==> config.mk <==
export PLATFORM = sky130hd
export DESIGN_NAME = jsq_sequencer
export DESIGN_NICKNAME = d
export VERILOG_FILES = /design/src/rtl/jsq_pkg.sv /design/src/rtl/jsq_trap.sv /design/src/rtl/jsq_next.sv /design/src/rtl/jsq_phase.sv /design/src/rtl/jsq_sequencer.sv
export SDC_FILE = /design/constraint.sdc
export NUM_CORES = 1
export LEC_CHECK = 0
export ABC_AREA = 1
export BUFFER_PORTS_ARGS = -buffer_cell sky130_fd_sc_hd__buf_2
export CAP_MARGIN = 20
export CORE_AREA = 5 5 42 44
export CTS_BUF_LIST = sky130_fd_sc_hd__clkbuf_16
export CTS_CLUSTER_DIAMETER = 120
export DETAILED_ROUTE_END_ITERATION = 16
export DIE_AREA = 0 0 47 49
export PLACE_DENSITY = 0.71
export SLEW_MARGIN = 20
export SYNTH_ARGS = -nofsm -noshare
export SYNTH_HDL_FRONTEND = slang
export SYNTH_HIERARCHICAL = 1
export SYNTH_SLANG_ARGS = --single-unit
==> constraint.sdc <==
create_clock -name clk -period 2.17 [get_ports clk]
set_input_delay 0.434 -clock clk [delete_from_list [all_inputs] [get_ports clk]]
set_output_delay 0.434 -clock clk [all_outputs]
set_load 0.01 [all_outputs]
==> src/rtl/jsq_pkg.sv <==
// Shared sizing for the twisted-ring phase sequencer.
// Assumes a ring of at least two bits; the phase count follows from it.
package jsq_pkg;
    localparam int unsigned JSQ_RING_W  = 6;
    localparam int unsigned JSQ_PHASE_N = 2 * JSQ_RING_W;
endpackage

==> src/rtl/jsq_trap.sv <==
// Unused-pattern detector for a twisted ring.
// Legal patterns hold at most one boundary between a run of ones and a
// run of zeros, so two or more differing neighbour pairs mark a pattern
// outside the loop. This flags every unused pattern, so every parasitic
// cycle is caught, and it never flags a legal pattern.
// Assumes W >= 2.
module jsq_trap #(
    parameter int unsigned W = 6
) (
    input  logic [W-1:0] ring_i,
    output logic         stray_o
);
    logic [W-2:0] edge_diff;

    // Mark each neighbour pair whose two bits differ.
    always_comb edge_diff = ring_i[W-2:0] ^ ring_i[W-1:1];

    // More than one boundary means the pattern is not in the loop.
    always_comb stray_o = ($countones(edge_diff) > 1);
endmodule

==> src/rtl/jsq_next.sv <==
// Next-state selection for the ring register.
// Recovery to all zeros takes priority over both stepping and holding.
// This way a trapped pattern is cleared even while the ring is stalled.
module jsq_next #(
    parameter int unsigned W = 6
) (
    input  logic [W-1:0] ring_i,
    input  logic         en_i,
    input  logic         stray_i,
    output logic [W-1:0] next_o
);
    // Pick recovery, a twisted shift, or hold.
    always_comb begin
        if (stray_i)
            next_o = '0;
        else if (en_i)
            next_o = {ring_i[W-2:0], ~ring_i[W-1]};
        else
            next_o = ring_i;
    end
endmodule

==> src/rtl/jsq_phase.sv <==
// Phase strobe decoder for a twisted ring of W bits, giving 2*W strobes.
// Every strobe is a two-input AND of neighbouring (or end) bits. Only one
// ring bit moves per legal step, so no strobe can spike.
// The outputs are defined only for legal patterns.
module jsq_phase #(
    parameter int unsigned W = 6
) (
    input  logic [W-1:0]   ring_i,
    output logic [2*W-1:0] phase_o
);
    // Strobes for the all-zeros and all-ones states use the two end bits.
    always_comb begin
        phase_o[0] = ~ring_i[W-1] & ~ring_i[0];
        phase_o[W] =  ring_i[W-1] &  ring_i[0];
    end

    // Strobes for the ones front (filling) and zeros front (draining).
    for (genvar k = 1; k < W; k++) begin : g_pair
        always_comb begin
            phase_o[k]     =  ring_i[k-1] & ~ring_i[k];
            phase_o[W + k] = ~ring_i[k-1] &  ring_i[k];
        end
    end
endmodule

==> src/rtl/jsq_sequencer.sv <==
// Self-correcting twisted-ring phase sequencer (top).
// Holds the ring register and the sticky fault flag. Stepping, trapping
// and decoding are done by the submodules. Reset is synchronous and
// active low. The inputs are assumed to be synchronous to clk.
module jsq_sequencer
    import jsq_pkg::*;
#(
    parameter int unsigned W = JSQ_RING_W,
    localparam int unsigned PN = 2 * W
) (
    input  logic          clk,
    input  logic          rst_n,
    input  logic          en,
    output logic [W-1:0]  count_o,
    output logic [PN-1:0] phase_o,
    output logic          fault_o
);
    logic [W-1:0] ring_q;
    logic [W-1:0] ring_d;
    logic         stray;
    logic         fault_q;

    jsq_trap #(.W(W)) u_trap (
        .ring_i  (ring_q),
        .stray_o (stray)
    );

    jsq_next #(.W(W)) u_next (
        .ring_i  (ring_q),
        .en_i    (en),
        .stray_i (stray),
        .next_o  (ring_d)
    );

    jsq_phase #(.W(W)) u_phase (
        .ring_i  (ring_q),
        .phase_o (phase_o)
    );

    // Ring register: clear on reset, otherwise take the selected next state.
    always_ff @(posedge clk) begin
        if (!rst_n)
            ring_q <= '0;
        else
            ring_q <= ring_d;
    end

    // Fault flag: set on any trapped pattern, cleared only by reset.
    always_ff @(posedge clk) begin
        if (!rst_n)
            fault_q <= 1'b0;
        else
            fault_q <= fault_q | stray;
    end

    // Drive the outputs from the registers.
    always_comb begin
        count_o = ring_q;
        fault_o = fault_q;
    end
endmodule

==> results.cfg, run 1 <==
[outcome]
status = finished with violations
violations_in_the_final_reports = negative setup slack

[clocking]
cts.sinks = 7
worstSkewPairLatency_ps = 230
htree_levels = 1
postCtsHoldBufs = 0
numCtsBuffers = 3
clock_tree.root_cell = sky130_fd_sc_hd__clkbuf_16
maximum_clock_path_buffer_count = 2
path_clk_slew_ps = 40
cts_tree = done

[die]
core.rowCount = 14
core_area_um2 = 1400
design.portCount = 22
starting_utilization_of_the_core_area_pct = 37.0
fp.dieArea_um2 = 2300
dieHeight_um = 49
chipWidth_um = 47

[worst_setup_path]
timing.critical_path.mode_cell = sky130_fd_sc_hd__nand2_1
worstPathBufferInverterCount = 2
critical_path.slowest_cell = sky130_fd_sc_hd__fa_1
regToRegEndpoint = count_o[3]
worst_r2r_startpoint = count_o[2]
reg2reg_setup_slack_ps = -140
peak_fanout_along_the_critical_path = 6
cp.required_ps = 2340
crit_path_end_kind = flip-flop
timing.critical_path.depth = 12
critPathKind = flip-flop to flip-flop
worst_ep_arrival_time_ps = 2470
timing.critical_path.max_delay_family = adder cells
worstPathCellList = xor2_1 > ha_1 > ha_1 > nand3_1 > nand2_1 > fa_1 > or2_4 > inv_4 > nand2_1 > nor2_1 > nand2_1 > inv_1
reg2reg_depth = 12
setup.worst_path.start_class = flip-flop
timing.critical_path.slowest_cell_delay_ps = 430

[route]
first_iter_violations = 9
vias = 559
number_of_drc_violations_after_detailed_routing = 0
wl_um = 1290
route.antenna.remaining_nets = 0
detail_route.wl_per_cell_um = 9.58
vias_per_cell = 4.14
drt_first_pass_iters = 4

[final_layout]
final_util_pct = 56.0
final_nets = 127
insertedDiodeCount = 0
final_area_um2 = 785
area_growth_pct = 51.4
post_layout_nonfiller_instances = 135
share_of_post_route_cells_with_drive_strength_above_1_pct = 33.6

[timing]
max_slew.worst_pin.slew_ps = 196
drv_slew = 0
post-route-worst-setup-slack_ps = -137
fmax_mhz = 433
worst_slew_margin_rel_pct = 86.9
finalWorstPathRequiredPeriod_ps = 2310
finalClockSkew_ps = 0.912
rsz0062_at_grt = yes
final-setup-viol-count = 7
final-hold-violation-count = 0
final_worst_path_period_share_pct = 106

[pwr]
peak_supply_drop_uv = 925
power.total_mw = 1.23
power.leakage_nw = 0.538
power_per_cell_area_nw_per_um2 = 1560

[grt]
initial_antenna_violation_count = 0
global_route.usage.total_pct = 12.2
grt_overflow = 0
grt_start_max_net_pins = 13
grt_pass1_wl_um = 2120
via_count_of_the_first_global_routing_pass = 521

[placement]
postPlaceCellArea_um2 = 696
finalWeightedCongestion = 0.766
numPortBuffers = 21
detailedPlacementHpwl_um = 977
numPlacedInstances = 130

[logic_synthesis]
ys_types = 11
yosys_register_bits = 7
synth-async-reset-ratio_pct = 0
yosys.cell_count.top_type = sky130_fd_sc_hd__nor2_1
synth_top_cells_by_count = sky130_fd_sc_hd__nor2_1 (25), sky130_fd_sc_hd__inv_1 (22), sky130_fd_sc_hd__nand2_1 (22)
synth_top_area_cell = sky130_fd_sc_hd__dfxtp_1
cell_area_synth_um2 = 518
synth_enable_flop_cells = 0
yosysSeqAreaShare_pct = 27.1
most_area_consuming_cells_after_synthesis = sky130_fd_sc_hd__dfxtp_1 (27%), sky130_fd_sc_hd__nor2_1 (18%), sky130_fd_sc_hd__inv_1 (16%)
post-synth-top-area-fraction_pct = 27.1
synthesis.instances = 88
synthFlopType = sky130_fd_sc_hd__dfxtp_1
yosysWarningCount = 6
mappedNetlistNets = 95
synthesis.area_per_instance_um2 = 5.89

[min_path]
worst_hold_startpoint = rst_n
worstHoldPathType = primary input to flip-flop
whs_endpoint = fault_o
hold-path-cell-count = 3

[job]
max_cap_viol = 0
registers in the layout (all words and copies together) (netlist names):
name and flops:
count_o 6, fault_o 1
report_power, final:
| part | leakage, nW | switching (mW) | internal [mW] | total [mW] |
|---|---|---|---|---|
| combinational | 0.435 | 0.393 | 0.323 | 0.716 |
| clock | 0.0423 | 0.0649 | 0.239 | 0.304 |
| sequential | 0.0605 | 0.0310 | 0.175 | 0.206 |
| total | 0.538 | 0.489 | 0.737 | 1.23 |
area by class of cell:
cell class,instances,area [um2]
well taps,16,20.0
fillers,132,617
flip-flops and latches,7,154
clock buffers,3,75.1
multi-input cells,57,285
repair buffers,28,158
clock inverters,1,3.75
inverters,23,88.8
routing by layer:
metal	share of wire (%)	global-route usage [%]
met3	3.9	3.69
met5	0	0
met2	54	20.4
met1	42	13.8
met4	0	4.61
worst max path at each step:
stage | endpoint | slack [ps] | start
floorplan | count_o[0] | -40 | count_o[2]
global placement | count_o[0] | -120 | count_o[2]
detailed placement | count_o[0] | -150 | count_o[3]
CTS | count_o[3] | -160 | count_o[0]
global route | count_o[3] | -280 | count_o[2]
finish | count_o[3] | -140 | count_o[2]
cells in the final DEF, fill, tap and decap left out, types with 2 or more instances in the layout:
cell type	instances
sky130_fd_sc_hd__inv_1	22
sky130_fd_sc_hd__xor2_1	4
sky130_fd_sc_hd__clkbuf_16	3
sky130_fd_sc_hd__buf_2	21
sky130_fd_sc_hd__dfxtp_4	3
sky130_fd_sc_hd__dfxtp_1	2
sky130_fd_sc_hd__dfxtp_2	2
sky130_fd_sc_hd__nand2_1	22
sky130_fd_sc_hd__nor2_1	24
sky130_fd_sc_hd__ha_1	3
sky130_fd_sc_hd__buf_4	7
logic make-up after synthesis:
| kind of cell | share of synthesized area, % |
|---|---|
| xor+xnor | 6.76 |
| fa+ha+maj | 11.1 |
| buf+inv | 18.8 |
| flops | 27.1 |
| simple gates | 36.2 |
worst reg2reg max path, cell delays in order, from the launching register on:
cell                      delay [ps]
sky130_fd_sc_hd__dfxtp_4         340
sky130_fd_sc_hd__xor2_1          160
sky130_fd_sc_hd__ha_1            290
sky130_fd_sc_hd__ha_1            310
sky130_fd_sc_hd__nand3_1          70
sky130_fd_sc_hd__nand2_1          60
sky130_fd_sc_hd__fa_1            430
sky130_fd_sc_hd__or2_4           260
sky130_fd_sc_hd__inv_4            70
sky130_fd_sc_hd__nand2_1          50
sky130_fd_sc_hd__nor2_1           80
sky130_fd_sc_hd__nand2_1          60
sky130_fd_sc_hd__inv_1            50
metrics by stage:
stage | hold slack, ps | setup WS, ps | TNS [ps]
finish | 475 | -137 | -868
global route | 498 | -278 | -1760
CTS | 463 | -156 | -994
detailed placement | 452 | -151 | -812
global placement | 442 | -116 | -604
floorplan | 487 | -40.6 | -230
what timing repair did:
item / in CTS / in global routing
setup endpoints to repair: 7 / 7
pin swaps: 5 / 3
gates resized for setup: 0 / 1
setup buffers: 1 / 0
(Power assumes the default switching activity.)
==> run 2, diff against run 1 <==
- PLACE_DENSITY: 0.71 -> 0.7
==> run 2 against run 1 <==
Net effect: the flow still finishes with violations (negative setup slack); clock-buffer cell count is the same; setup slack got worse by 44 ps; combinational power is 4.7% higher; global-route usage increased by 2.1 points; via count grew 3.9%; routed wire length grew 7.4%; sequential power is essentially flat; non-clock buffer count is 1 higher; critical path depth stayed put; final area rose by 1.8%; worst hold slack better by 6.6 ps; utilization rose by 0.98 points.
==> results.cfg, run 2 (synthesized netlist as in run 1, its figures left out) <==
[route]
number_of_drc_violations_after_detailed_routing = 0
first_iter_violations = 14
vias_per_cell = 4.27
route.antenna.remaining_nets = 0
detail_route.wl_per_cell_um = 10.2
drt_first_pass_iters = 6
vias = 581
wl_um = 1390

[final_layout]
post_layout_nonfiller_instances = 136
fill_cells = 139
number_of_flip_flops_under_the_largest_register_name = 6
mostFrequentLayoutCell = sky130_fd_sc_hd__nor2_1
area_growth_pct = 54.1
share_of_post_route_cells_with_drive_strength_above_1_pct = 35.0
insertedDiodeCount = 0
area_occupied_by_multi_input_gates_um2 = 290
final_nets = 128
final_util_pct = 57.0
final_cell_mix = sky130_fd_sc_hd__nor2_1 (24), sky130_fd_sc_hd__nand2_1 (22), sky130_fd_sc_hd__inv_1 (21), sky130_fd_sc_hd__buf_2 (21), sky130_fd_sc_hd__buf_4 (8)
seq_area_um2 = 154

[timing]
drv_slew = 0
final-hold-violation-count = 0
max_slew.worst_pin.slew_ps = 191
finalClockSkew_ps = 2.79
hold_slack_ps = 482
final-setup-viol-count = 7
final_worst_path_period_share_pct = 108
rsz0062_at_grt = yes
post-route-worst-setup-slack_ps = -181
finalWorstPathRequiredPeriod_ps = 2350
worst_slew_margin_rel_pct = 87.2
fmax_mhz = 425

[clocking]
clock_tree.root_cell = sky130_fd_sc_hd__clkbuf_16
htree_levels = 1
numCtsBuffers = 3
cts_tree = done
worstSkewPairLatency_ps = 230
path_clk_slew_ps = 40
cts.sinks = 7
maximum_clock_path_buffer_count = 2

[die]
core.rowCount = 14
fp.dieArea_um2 = 2300
dieHeight_um = 49
starting_utilization_of_the_core_area_pct = 37.0
core_area_um2 = 1400
design.portCount = 22
chipWidth_um = 47

[pwr]
psw_uw = 525
peak_supply_drop_uv = 973
seq_power_share_pct = 16.4
power.leakage_nw = 0.543
power_per_cell_area_nw_per_um2 = 1600
power.clock.fraction_pct = 24.8
switching_share_pct = 41.2
power.internal_uw = 749
relative_contribution_of_combinational_cells_to_total_power_pct = 58.8

[min_path]
worstHoldPathType = primary input to flip-flop

[grt]
global_route.usage.total_pct = 14.2
initial_antenna_violation_count = 0
via_count_of_the_first_global_routing_pass = 551
grt_pass1_wl_um = 2350
grt_overflow = 0
grt_start_max_net_pins = 13

[outcome]
status = finished with violations
violations_in_the_final_reports = negative setup slack

[worst_setup_path]
worst_ep_arrival_time_ps = 2520
setup.worst_path.start_class = flip-flop
cp.required_ps = 2340
peak_fanout_along_the_critical_path = 6
crit_path_end_kind = flip-flop
critPathKind = flip-flop to flip-flop

[placement]
numPortBuffers = 21
detailedPlacementHpwl_um = 1010
finalWeightedCongestion = 0.840
numPlacedInstances = 131

[job]
max_cap_viol = 0
==> run 2: per-stage QoR <==
step	worst slack (ps)	cell area (um2)	power [mW]	setup TNS (ps)
after floorplan	-40.6	537	0.661	-230
after global placement	-78.0	703	0.851	-418
after detailed placement	-132	703	0.868	-743
after CTS	-184	793	1.25	-1010
after global routing	-300	798	1.40	-1840
final	-181	798	1.27	-974
==> run 2: layout make-up <==
class | instances | share of cell area [%]
Multi-Input combinational cell | 57 | 36.4
Timing Repair Buffer | 29 | 20.7
Sequential cell | 7 | 19.3
Inverter | 23 | 11.1
Clock buffer | 3 | 9.40
Tap cell | 16 | 2.51
Clock inverter | 1 | 0.627
==> run 2: power by group through the flow <==
stage                     Sequential, mW  Clock [mW]  Combinational [mW]
after floorplan                    0.246           0               0.416
after CTS                          0.206       0.321               0.725
after global routing               0.213       0.334               0.848
after detailed placement           0.207           0               0.661
final                              0.208       0.316               0.750
after global placement             0.204           0               0.647
==> run 2: final timing paths <==
kind               from         end  slack, ps  cells after the start
max          count_o[3]  count_o[1]       -180                     12
max reg2reg  count_o[3]  count_o[1]       -180                     12
min reg2reg     fault_o     fault_o        540                      2
min               rst_n  count_o[0]        480                      3
==> run 2: repair_timing <==
action | in CTS | in global routing
gates resized for setup | 1 | 1
hold buffers | 0 | 0
cloned | 0 | 0
pin swaps | 5 | 4
setup endpoints to repair | 7 | 7
buffers inserted | 1 | 0
==> run 2: metal layers <==
metal	share of wire (%)	vias up	wire [um]	global-route usage, %
met2	55	22	763	24.0
met5	0	-	0	0
met1	37	247	520	15.9
li1	-	309	-	-
met3	5.9	3	82	3.32
met4	1.6	0	22	6.91
==> run 2: critical path: stages (launching register included) <==
cell and delay, ps:
sky130_fd_sc_hd__dfxtp_4 350, sky130_fd_sc_hd__xor2_1 160, sky130_fd_sc_hd__ha_1 290, sky130_fd_sc_hd__ha_1 290, sky130_fd_sc_hd__nand3_1 80, sky130_fd_sc_hd__nand2_1 70
sky130_fd_sc_hd__fa_1 440, sky130_fd_sc_hd__or2_4 260, sky130_fd_sc_hd__inv_4 80, sky130_fd_sc_hd__nand2_1 60, sky130_fd_sc_hd__nor2_1 110, sky130_fd_sc_hd__nand2_1 60
sky130_fd_sc_hd__inv_1 50
==> run 3, diff against run 2 <==
- PLACE_DENSITY: 0.7 -> 0.67
- SYNTH_HIERARCHICAL: 1 -> default
==> run 3 against run 2 <==
Net effect: the flow still finishes with violations (negative setup slack); cell count shrank 17%; die area is the same; clock power shrank 3%; critical path depth shrank 1; routed wire length shrank 12%; worst hold slack lost 36 ps.
==> results.cfg, run 3 <==
[outcome]
status = finished with violations
violations_in_the_final_reports = negative setup slack

[final_layout]
number_of_flip_flops_under_the_largest_register_name = 6
seq_area_um2 = 156
area_growth_pct = 89.9
final_cell_mix = sky130_fd_sc_hd__buf_2 (21), sky130_fd_sc_hd__nand2_1 (13), sky130_fd_sc_hd__buf_4 (13)
share_of_post_route_cells_with_drive_strength_above_1_pct = 64.9
mostFrequentLayoutCell = sky130_fd_sc_hd__buf_2
fill_cells = 124
insertedDiodeCount = 0
area_occupied_by_multi_input_gates_um2 = 404
final_area_um2 = 917
final_nets = 115

[logic_synthesis]
synth-async-reset-ratio_pct = 0
synthesis.area_per_instance_um2 = 8.19
mappedNetlistNets = 76
synth_top_cells_by_count = sky130_fd_sc_hd__nand2_1 (14), sky130_fd_sc_hd__ha_1 (13), sky130_fd_sc_hd__inv_1 (13)
post-synth-top-area-fraction_pct = 33.7
yosysSeqAreaShare_pct = 29.0
yosysWarningCount = 0
most_area_consuming_cells_after_synthesis = sky130_fd_sc_hd__ha_1 (34%), sky130_fd_sc_hd__dfxtp_1 (29%), sky130_fd_sc_hd__nand2_1 (11%)
synthesis.instances = 59
cell_area_synth_um2 = 483
ys_types = 11
synthFlopType = sky130_fd_sc_hd__dfxtp_1
synth_enable_flop_cells = 0
synth_top_area_cell = sky130_fd_sc_hd__ha_1
yosys_register_bits = 7
yosys.cell_count.top_type = sky130_fd_sc_hd__nand2_1

[clocking]
cts_tree = done
path_clk_slew_ps = 40
numCtsBuffers = 3
maximum_clock_path_buffer_count = 2
cts.sinks = 7
clock_tree.root_cell = sky130_fd_sc_hd__clkbuf_16
htree_levels = 1
worstSkewPairLatency_ps = 230
postCtsHoldBufs = 0

[timing]
finalClockSkew_ps = 3.81
final-hold-violation-count = 0
drv_slew = 0
fmax_mhz = 448
final_worst_path_period_share_pct = 103
worst_slew_margin_rel_pct = 85.5
max_slew.worst_pin.slew_ps = 217
tns_ps = -274
final-setup-viol-count = 6
post-route-worst-setup-slack_ps = -62.4
rsz0062_at_grt = yes
finalWorstPathRequiredPeriod_ps = 2230

[die]
fp.dieArea_um2 = 2300
dieHeight_um = 49
starting_utilization_of_the_core_area_pct = 34.5
design.portCount = 22
core.rowCount = 14
core_area_um2 = 1400
chipWidth_um = 47

[pwr]
power.leakage_nw = 0.476
power_per_cell_area_nw_per_um2 = 579
peak_supply_drop_uv = 607

[grt]
global_route.usage.total_pct = 12.2
via_count_of_the_first_global_routing_pass = 499
initial_antenna_violation_count = 0
grt_start_max_net_pins = 8
grt_overflow = 0
grt_pass1_wl_um = 2100

[worst_setup_path]
regToRegEndpoint = count_o[3]
setup.worst_path.start_class = flip-flop
cp.required_ps = 2320
timing.critical_path.mode_cell = sky130_fd_sc_hd__ha_4
worst_r2r_startpoint = count_o[3]
timing.critical_path.slowest_cell_delay_ps = 460
worstPathCellList = inv_4 > ha_4 > inv_2 > ha_4 > ha_4 > inv_2 > o21bai_4 > fa_1 > nor2_4 > nand2_4 > a21oi_1
peak_fanout_along_the_critical_path = 6
crit_path_end_kind = flip-flop
worst_ep_arrival_time_ps = 2390
reg2reg_depth = 11
reg2reg_setup_slack_ps = -60
critPathKind = flip-flop to flip-flop
critical_path.slowest_cell = sky130_fd_sc_hd__fa_1

[route]
number_of_drc_violations_after_detailed_routing = 0
drt_first_pass_iters = 5
detail_route.wl_per_cell_um = 10.8
route.antenna.remaining_nets = 0
first_iter_violations = 5
vias_per_cell = 4.34
wl_um = 1220
vias = 490

[placement]
finalWeightedCongestion = 0.672
numPortBuffers = 21
postPlaceCellArea_um2 = 769
detailedPlace.worstSlack_ps = -147
detailedPlacementHpwl_um = 925

[job]
max_cap_viol = 0

[min_path]
worstHoldPathType = flip-flop to flip-flop
hold-path-cell-count = 2
whs_endpoint = fault_o
worst_hold_startpoint = fault_o
## run 3: cell types whose count changed after synthesis, moves of 4 or more
| cell | delta |
|---|---|
| sky130_fd_sc_hd__ha_1 | +10 |
| sky130_fd_sc_hd__a21oi_1 | +6 |
| sky130_fd_sc_hd__nand2_1 | -8 |
| sky130_fd_sc_hd__xor2_1 | -4 |
| sky130_fd_sc_hd__inv_1 | -9 |
| sky130_fd_sc_hd__nor2_1 | -24 |
## run 3: how the worst max path moves through the flow
stage	startpoint	to	slack (ps)	cells after the start
5_1_grt	count_o[3]	count_o[5]	-150	11
3_5_place_dp	count_o[3]	count_o[2]	-150	11
4_1_cts	count_o[3]	count_o[2]	-100	11
6_report	count_o[3]	count_o[3]	-60	11
2_1_floorplan	count_o[3]	count_o[4]	-40	11
3_3_place_gp	count_o[3]	count_o[3]	-110	11
## run 3: worst max-delay path: cells and delay by family (launching register included)
kind | cells | cell delay, ps
fa+ha+maj | 4 | 1200
flops | 1 | 380
simple gates | 2 | 230
compound gates | 2 | 230
buf+inv | 3 | 120
## run 3: cells by family after synthesis
group	after synthesis	synth area share, %
AO/OA/AOI/OAI	8	9.33
adder cells (fa/ha/maj)	14	37.8
buffers and inverters	14	10.9
flip-flops	7	29.0
AND/OR/NAND/NOR	16	13.0
## run 3: metal layers
layer  vias up  routed length (um)  GRT usage, %
met5         -                   0             0
met4         0                   0          2.76
met3         0                  67          3.69
met2         9                 694          21.0
met1       225                 461          14.2
li1        256                   -             -
## run 3: where the power goes
group | internal [mW] | switching (mW)
Combinational | 0.0407 | 0.0465
Sequential | 0.131 | 0.00389
Clock | 0.240 | 0.0686
Total | 0.412 | 0.119
## run 3: layout make-up
type	instances	share of cell area, %
sequential	7	17.1
multi-input combinational	38	44.1
clock buffer	3	8.19
tap	16	2.18
inverter	14	6.00
clock inverter	1	0.409
timing repair buffer	34	22.1
## run 3: stage by stage
stage	cells	hold slack, ps	total power [mW]	utilization (%)
2_1_floorplan	59	481	0.184	-
3_5_place_dp	105	459	0.212	54.9
3_3_place_gp	105	443	0.210	54.9
5_1_grt	113	489	0.554	65.4
4_1_cts	112	464	0.526	62.6
6_report	113	446	0.531	65.4
## run 3: timing repair
item,CTS,global route
setup buffers,3,1
endpoints found under the hold margin,0,0
setup endpoints to repair,7,7
resized for setup,3,7
pin swaps,4,3
